$ cat config.mk
export PLATFORM = sky130hd
export DESIGN_NAME = dbflash_ctrl
export DESIGN_NICKNAME = d
export VERILOG_FILES = /design/src/rtl/dbf_pkg.sv /design/src/rtl/dbf_blkmap.sv /design/src/rtl/dbf_engine.sv /design/src/rtl/dbflash_ctrl.sv
export SDC_FILE = /design/constraint.sdc
export NUM_CORES = 2
export LEC_CHECK = 0
export ABC_AREA = 1
export BUFFER_PORTS_ARGS = -buffer_cell sky130_fd_sc_hd__clkbuf_2
export CAP_MARGIN = 20
export CORE_AREA = 3 3 510 512
export DETAILED_ROUTE_END_ITERATION = 10
export DIE_AREA = 0 0 513 515
export SLEW_MARGIN = 10
export SYNTH_ARGS = -nofsm -noshare
export SYNTH_HDL_FRONTEND = slang
export SYNTH_SLANG_ARGS = --single-unit
$ cat constraint.sdc
create_clock -name clk -period 4.9 [get_ports clk]
set_input_delay 0.98 -clock clk [delete_from_list [all_inputs] [get_ports clk]]
set_output_delay 0.98 -clock clk [all_outputs]
set_load 0.01 [all_outputs]
$ cat src/rtl/dbf_pkg.sv
package dbf_pkg;
    typedef enum logic [2:0] {
        OP_READ  = 3'd0,
        OP_PROG  = 3'd1,
        OP_ERASE = 3'd2,
        OP_LOCK  = 3'd3,
        OP_LOCKX = 3'd4
    } op_e;

    typedef enum logic [1:0] {
        ENG_IDLE  = 2'd0,
        ENG_PROG  = 2'd1,
        ENG_ERASE = 2'd2
    } eng_state_e;
endpackage

$ cat src/rtl/dbf_blkmap.sv
module dbf_blkmap #(
    parameter int AW        = 6,
    parameter int PB_WORDS  = 4,
    parameter int NPB       = 4,
    parameter int MB_WORDS  = 16,
    parameter bit PARAM_TOP = 1'b0,
    parameter int BW        = 3
) (
    input  logic [AW-1:0] addr,
    output logic [BW-1:0] blk,
    output logic [AW-1:0] base,
    output logic [AW:0]   size
);
    localparam int WORDS = 2 ** AW;
    localparam int PREG  = NPB * PB_WORDS;
    localparam int NMB   = (WORDS - PREG) / MB_WORDS;
    localparam int MEND  = WORDS - PREG;

    generate
        if (PARAM_TOP == 1'b0) begin : g_small_low
            always_comb begin
                int a;
                int b;
                a = int'(addr);
                if (a < PREG) begin
                    b    = a / PB_WORDS;
                    base = AW'(b * PB_WORDS);
                    size = (AW+1)'(PB_WORDS);
                end else begin
                    b    = NPB + (a - PREG) / MB_WORDS;
                    base = AW'(PREG + (b - NPB) * MB_WORDS);
                    size = (AW+1)'(MB_WORDS);
                end
                blk = BW'(b);
            end
        end else begin : g_small_high
            always_comb begin
                int a;
                int b;
                a = int'(addr);
                if (a < MEND) begin
                    b    = a / MB_WORDS;
                    base = AW'(b * MB_WORDS);
                    size = (AW+1)'(MB_WORDS);
                end else begin
                    b    = NMB + (a - MEND) / PB_WORDS;
                    base = AW'(MEND + (b - NMB) * PB_WORDS);
                    size = (AW+1)'(PB_WORDS);
                end
                blk = BW'(b);
            end
        end
    endgenerate
endmodule

$ cat src/rtl/dbf_engine.sv
module dbf_engine
    import dbf_pkg::*;
#(
    parameter int PROG_CYC  = 8,
    parameter int ERASE_CYC = 20
) (
    input  logic clk,
    input  logic rst_n,
    input  logic start_prog,
    input  logic start_erase,
    output logic busy,
    output logic commit_prog,
    output logic commit_erase
);
    localparam int CW = $clog2(ERASE_CYC + 1);

    eng_state_e st, st_nxt;
    logic [CW-1:0] cnt;

    always_ff @(posedge clk) begin
        if (!rst_n) st <= ENG_IDLE;
        else        st <= st_nxt;
    end

    always_comb begin
        st_nxt = st;
        unique case (st)
            ENG_IDLE: begin
                if (start_prog)       st_nxt = ENG_PROG;
                else if (start_erase) st_nxt = ENG_ERASE;
            end
            ENG_PROG, ENG_ERASE: begin
                if (cnt == '0) st_nxt = ENG_IDLE;
            end
            default: st_nxt = ENG_IDLE;
        endcase
    end

    always_ff @(posedge clk) begin
        if (!rst_n) begin
            cnt <= '0;
        end else if (st == ENG_IDLE) begin
            cnt <= start_prog ? CW'(PROG_CYC - 1) : CW'(ERASE_CYC - 1);
        end else if (cnt != '0) begin
            cnt <= cnt - 1'b1;
        end
    end

    always_comb begin
        busy         = (st != ENG_IDLE);
        commit_prog  = (st == ENG_PROG)  && (cnt == '0);
        commit_erase = (st == ENG_ERASE) && (cnt == '0);
    end

    assert_start_idle_R4: assert property (@(posedge clk) disable iff (!rst_n)
        (start_prog || start_erase) |-> (st == ENG_IDLE));

    assert_commit_ends_R3: assert property (@(posedge clk) disable iff (!rst_n)
        (commit_prog || commit_erase) |=> (st == ENG_IDLE));
endmodule

$ cat src/rtl/dbflash_ctrl.sv
module dbflash_ctrl
    import dbf_pkg::*;
#(
    parameter int DW        = 16,
    parameter int AW        = 6,
    parameter int XAW       = 3,
    parameter int PB_WORDS  = 4,
    parameter int NPB       = 4,
    parameter int MB_WORDS  = 16,
    parameter bit PARAM_TOP = 1'b0,
    parameter int PROG_CYC  = 8,
    parameter int ERASE_CYC = 20
) (
    input  logic          clk,
    input  logic          rst_n,
    input  logic          req_valid,
    input  logic [2:0]    req_op,
    input  logic          req_ext,
    input  logic [AW-1:0] req_addr,
    input  logic [DW-1:0] req_wdata,
    output logic          rsp_valid,
    output logic [DW-1:0] rsp_data,
    output logic          rsp_err,
    output logic          rdy
);
    localparam int WORDS  = 2 ** AW;
    localparam int XWORDS = 2 ** XAW;
    localparam int TOTAL  = WORDS + XWORDS;
    localparam int MAW    = $clog2(TOTAL);
    localparam int NMB    = (WORDS - NPB * PB_WORDS) / MB_WORDS;
    localparam int NBLK   = NPB + NMB;
    localparam int BW     = $clog2(NBLK);

    // Non-volatile state: no reset.
    logic [DW-1:0] mem [TOTAL] = '{default: '1};
    logic          xlock = 1'b0;

    logic [NBLK-1:0] prot;
    op_e             op;
    logic [BW-1:0]   blk;
    logic [AW-1:0]   bbase;
    logic [AW:0]     bsize;
    logic [MAW-1:0]  mem_idx;
    logic            req_bank, is_wr, blocked, accept;
    logic            start_prog, start_erase;
    logic            busy, commit_prog, commit_erase;
    logic [MAW-1:0]  op_idx, er_lo;
    logic [MAW:0]    er_sz;
    logic [DW-1:0]   op_data, status;
    logic            op_bank, perr, tog, rd_req, rd_status;

    assign op = op_e'(req_op);

    dbf_blkmap #(
        .AW(AW), .PB_WORDS(PB_WORDS), .NPB(NPB), .MB_WORDS(MB_WORDS),
        .PARAM_TOP(PARAM_TOP), .BW(BW)
    ) u_map (
        .addr(req_addr), .blk(blk), .base(bbase), .size(bsize)
    );

    dbf_engine #(.PROG_CYC(PROG_CYC), .ERASE_CYC(ERASE_CYC)) u_eng (
        .clk(clk), .rst_n(rst_n),
        .start_prog(start_prog), .start_erase(start_erase),
        .busy(busy), .commit_prog(commit_prog), .commit_erase(commit_erase)
    );

    always_comb begin
        mem_idx     = req_ext ? (MAW'(WORDS) + MAW'(req_addr[XAW-1:0])) : MAW'(req_addr);
        req_bank    = req_ext ? 1'b0 : req_addr[AW-1];
        is_wr       = req_valid && (op == OP_PROG || op == OP_ERASE);
        blocked     = req_ext ? xlock : prot[blk];
        accept      = is_wr && !busy && !blocked;
        start_prog  = accept && (op == OP_PROG);
        start_erase = accept && (op == OP_ERASE);
        rd_req      = req_valid && (op == OP_READ);
        rd_status   = busy && (req_bank == op_bank);
        status          = '0;
        status[DW-1]    = 1'b1;
        status[DW-2]    = tog;
        status[DW-3]    = perr;
        rdy             = !busy;
    end

    // Operation latch and status bits
    always_ff @(posedge clk) begin
        if (!rst_n) begin
            op_idx  <= '0;
            op_data <= '0;
            op_bank <= 1'b0;
            er_lo   <= '0;
            er_sz   <= '0;
            perr    <= 1'b0;
            tog     <= 1'b0;
        end else if (accept) begin
            op_idx  <= mem_idx;
            op_data <= req_wdata;
            op_bank <= req_bank;
            er_lo   <= req_ext ? MAW'(WORDS) : MAW'(bbase);
            er_sz   <= req_ext ? (MAW+1)'(XWORDS) : (MAW+1)'(bsize);
            perr    <= start_prog && (|(~mem[mem_idx] & req_wdata));
            tog     <= 1'b0;
        end else if (rd_req && rd_status) begin
            tog     <= ~tog;
        end
    end

    // Response register
    always_ff @(posedge clk) begin
        if (!rst_n) begin
            rsp_valid <= 1'b0;
            rsp_err   <= 1'b0;
            rsp_data  <= '0;
        end else begin
            rsp_valid <= req_valid;
            rsp_err   <= is_wr && !accept;
            rsp_data  <= rd_req ? (rd_status ? status : mem[mem_idx]) : '0;
        end
    end

    // Per-block protection (volatile)
    always_ff @(posedge clk) begin
        if (!rst_n) prot <= '0;
        else if (req_valid && op == OP_LOCK && !req_ext) prot[blk] <= 1'b1;
    end

    // One-way lock of the extra block
    always_ff @(posedge clk) begin
        if (req_valid && op == OP_LOCKX) xlock <= 1'b1;
    end

    // Array update
    always_ff @(posedge clk) begin
        for (int i = 0; i < TOTAL; i++) begin
            if (commit_erase && i >= int'(er_lo) && i < int'(er_lo) + int'(er_sz))
                mem[i] <= '1;
        end
        if (commit_prog) mem[op_idx] <= mem[op_idx] & op_data;
    end

    assert_rsp_next_R1: assert property (@(posedge clk) disable iff (!rst_n)
        req_valid |=> rsp_valid);

    assert_busy_reject_R4: assert property (@(posedge clk) disable iff (!rst_n)
        (is_wr && busy) |=> rsp_err);

    assert_prot_reject_R7: assert property (@(posedge clk) disable iff (!rst_n)
        (is_wr && !req_ext && prot[blk]) |=> rsp_err);

    assert_xlock_hold_R9: assert property (@(posedge clk) disable iff (!rst_n)
        xlock |=> xlock);
endmodule

==> flow_metrics.py <==
metrics = {
    "floorplan": {
        "die_y_um": 515,
        "dieArea_um2": 264000,
        "start_util": 0.398,
        "ioPinCount": 48,
        "die_w_um": 513,
        "core_um2": 256000,
        "rows": 186,
    },
    "clock_tree": {
        "holdBufCountCts": 0,
        "post_cts_resize_count": 0,
        "cts_tree": "built",
        "clk_latency_ns": 0.94,
        "post_cts_buffers": 0,
        "clkTransAtPathRegs_ns": 0.06,
        "clock_sinks": 2117,
        "clockBufferDepth": 3,
        "cts_root_buf": "clkbuf_16",
        "htree_levels": 4,
        "cts_buffers": 219,
    },
    "synth": {
        "synth-xor-area-share": 0.000429,
        "syn_avg_cell_area_um2": 9.44,
        "synth-compound-area-share": 0.127,
        "synth_nets": 10800,
        "synthArstFlopShare": 0,
        "synth_top_family_by_area": "simple AND/OR/NAND/NOR gates",
        "synth_top_area_share": 0.603,
        "synth_mux_area_frac": 0,
        "synth.distinct_cells": 47,
        "yosysTopAreaCell": "edfxtp_1",
        "yosysSeqAreaShare": 0.616,
        "synth_top_cells_by_area": "edfxtp_1, nand2_1, o21ai_0",
        "synthCells": 10800,
        "ys_warn_count": 0,
        "synthAdderAreaFrac": 0.00142,
        "ys_ff_latch": 2117,
        "mappedNetlistArea_um2": 102000,
        "ys.flop_type": "edfxtp_1",
        "synth_simple_gate_area_frac": 0.195,
        "synth_edf_count": 2048,
    },
    "placement": {
        "gp_congestion": 0.954,
        "dp_hpwl_um": 242000,
        "port_buffers": 47,
        "dp_slack_ns": 0.412,
    },
    "routing": {
        "ant_nets": 0,
        "wl_um": 385000,
        "drc": 0,
        "viasPerCell": 5.98,
        "initialDrtViolationCount": 12400,
        "dr.pass1.iters": 7,
        "routedWlPerCell_um": 27.1,
        "vias": 85200,
    },
    "global_route": {
        "grt_pass1_wl_um": 554000,
        "grt-ovfl-total": 0,
        "grt_max_degree": 159,
        "grt_pass1_vias": 78900,
        "grt_antenna_before_repair": 20,
        "track_usage": 0.283,
    },
    "setup_path": {
        "crit_required_ns": 5.53,
        "critPathArrivalTime_ns": 5.43,
        "cp_max_fo": 52,
        "critPathLaunchType": "register",
        "end_kind": "register",
        "crit_type": "register to register",
    },
    "sta": {
        "relSlewSlack": 0.204,
        "final_hold_viol_count": 0,
        "finalCriticalPeriod_ns": 4.81,
        "setup_violations": 0,
        "layout_setup_ws_ns": 0.0937,
        "tns_ns": 0,
        "maxSlewViolCount": 0,
        "fin_crit_sh": 0.981,
        "tightest_slew_ns": 1.19,
        "whs_ns": 0.306,
        "fin_worst_skew_ns": 0.103,
        "max_freq_ghz": 0.208,
        "grt_setup_unrepaired": "false",
    },
    "hold_path": {
        "min_from": "req_valid",
        "hold_path_class": "primary input to register",
    },
    "run_status": {
        "outcome": "finished, final reports clean",
    },
    "final_layout": {
        "nNetsFinal": 10700,
        "drive_above_1_share": 0.0909,
        "syn_to_final_growth_pct": 12.6,
    },
    "power": {
        "power_per_cell_area_nw_per_um2": 361,
        "power.total_mw": 41.5,
        "p_leak_nw": 40.3,
        "ir_drop_mv": 0.367,
    },
    "flow_run": {
        "cap_viol_max_count": 0,
    },
}
==> power breakdown <==
group / internal (mW) / leakage (nW) / switching [mW] / total [mW]
combinational: 1.14 / 15.2 / 3.37 / 4.52
clock: 9.57 / 3.54 / 7.47 / 17.0
sequential: 19.8 / 21.6 / 0.0979 / 19.9
total: 30.5 / 40.3 / 10.9 / 41.5
==> cell usage after synthesis, drive strengths merged (2+ instances only) <==
| library cell | count |
|---|---|
| inv | 377 |
| xor2 | 2 |
| edfxtp | 2048 |
| nand3 | 829 |
| o21bai | 13 |
| clkinv | 3 |
| buf | 392 |
| nor3 | 64 |
| a22o | 2 |
| a21oi | 277 |
| clkbuf | 524 |
| o22ai | 433 |
| xnor2 | 3 |
| or3 | 2 |
| ha | 10 |
| or2 | 23 |
| a211oi | 90 |
| o31ai | 37 |
| nand2 | 2846 |
| nor2 | 1215 |
| o221ai | 5 |
| o211ai | 38 |
| nand4 | 4 |
| o21ai | 1489 |
| dfxtp | 69 |
==> path summary, 6_finish.rpt <==
| check | to | depth (start not counted) | slack, ns |
|---|---|---|---|
| max | mem[36][2] | 11 | 0.09 |
| min reg2reg | prot[5] | 2 | 0.46 |
| min | rsp_valid | 3 | 0.31 |
| max reg2reg | mem[36][2] | 11 | 0.09 |
==> through the flow <==
stage	area [um^2]	util	std cells
after floorplan	102000	-	10800
after global placement	107000	0.419	13800
after detailed placement	107000	0.419	13800
after CTS	115000	0.448	14200
after global routing	115000	0.448	14200
final	115000	0.448	14200
==> state kept, by name, indices dropped and copies added (netlist names), 2 cells and up, named ones only <==
signal,count
prot,7
er_sz,3
mem,2048
op_data,16
op_idx,6
u_eng.cnt,5
u_eng.st,2
rsp_data,16
er_lo,3
==> area by class of cell <==
class,instances,area [um^2]
fill,23900,141000
inverter,380,1480
multi-input combinational,7391,33500
antenna,5,12.5
clock inverter,137,1480
sequential,2117,62900
timing repair buffer,543,5440
tap,3384,4230
clock buffer,274,5820
==> cells in the final DEF (no fill, tap or decap), types with 6 or more instances in the layout <==
cell and instances:
clkinv_1 50, nor2_1 1186, dfxtp_1 64, buf_12 108
inv_1 350, a21oi_1 277, o31ai_1 37, o21ai_1 153
o21ai_0 1303, bufinv_16 21, o22ai_1 433, nand3_1 827
inv_2 19, o21bai_4 13, o21ai_2 33, or2_0 6
nand2_1 2837, edfxtp_1 2048, buf_4 376, buf_8 10
ha_1 10, clkbuf_2 44, nor2_2 23, nand2_2 9
or2_1 10, a211oi_1 90, clkinv_16 11, nor2_4 6
clkinvlp_4 8, nor3_1 64, clkbuf_16 224, or2_2 7
clkinv_2 48, o211ai_1 38, clkbuf_1 47
==> worst max-delay path: stages, from the launching register on <==
cell      delay (ns)
dfxtp_4         0.80
inv_8           0.16
buf_12          0.22
o21ai_0         0.22
a21oi_1         0.06
nor3_1          0.66
o22ai_1         0.34
o21ai_0         0.91
o21ai_1         0.21
o21bai_4        0.24
buf_4           0.44
nand2_1         0.10
==> layer usage <==
metal	vias up	routed length [um]	track usage
met2	5482	169000	0.426
met1	41600	151000	0.392
li1	37200	-	-
met3	897	44900	0.0593
met4	8	20100	0.131
met5	-	42	0
==> logic make-up after synthesis <==
logic type,Yosys count
AOI/OAI and AO/OA,2390
and+or+nand+nor,4985
DFF,2117
xor gates and xnor gates,5
adders and majority gates,11
buffers and inverters,1296
Power figures use the tool's default switching activity.
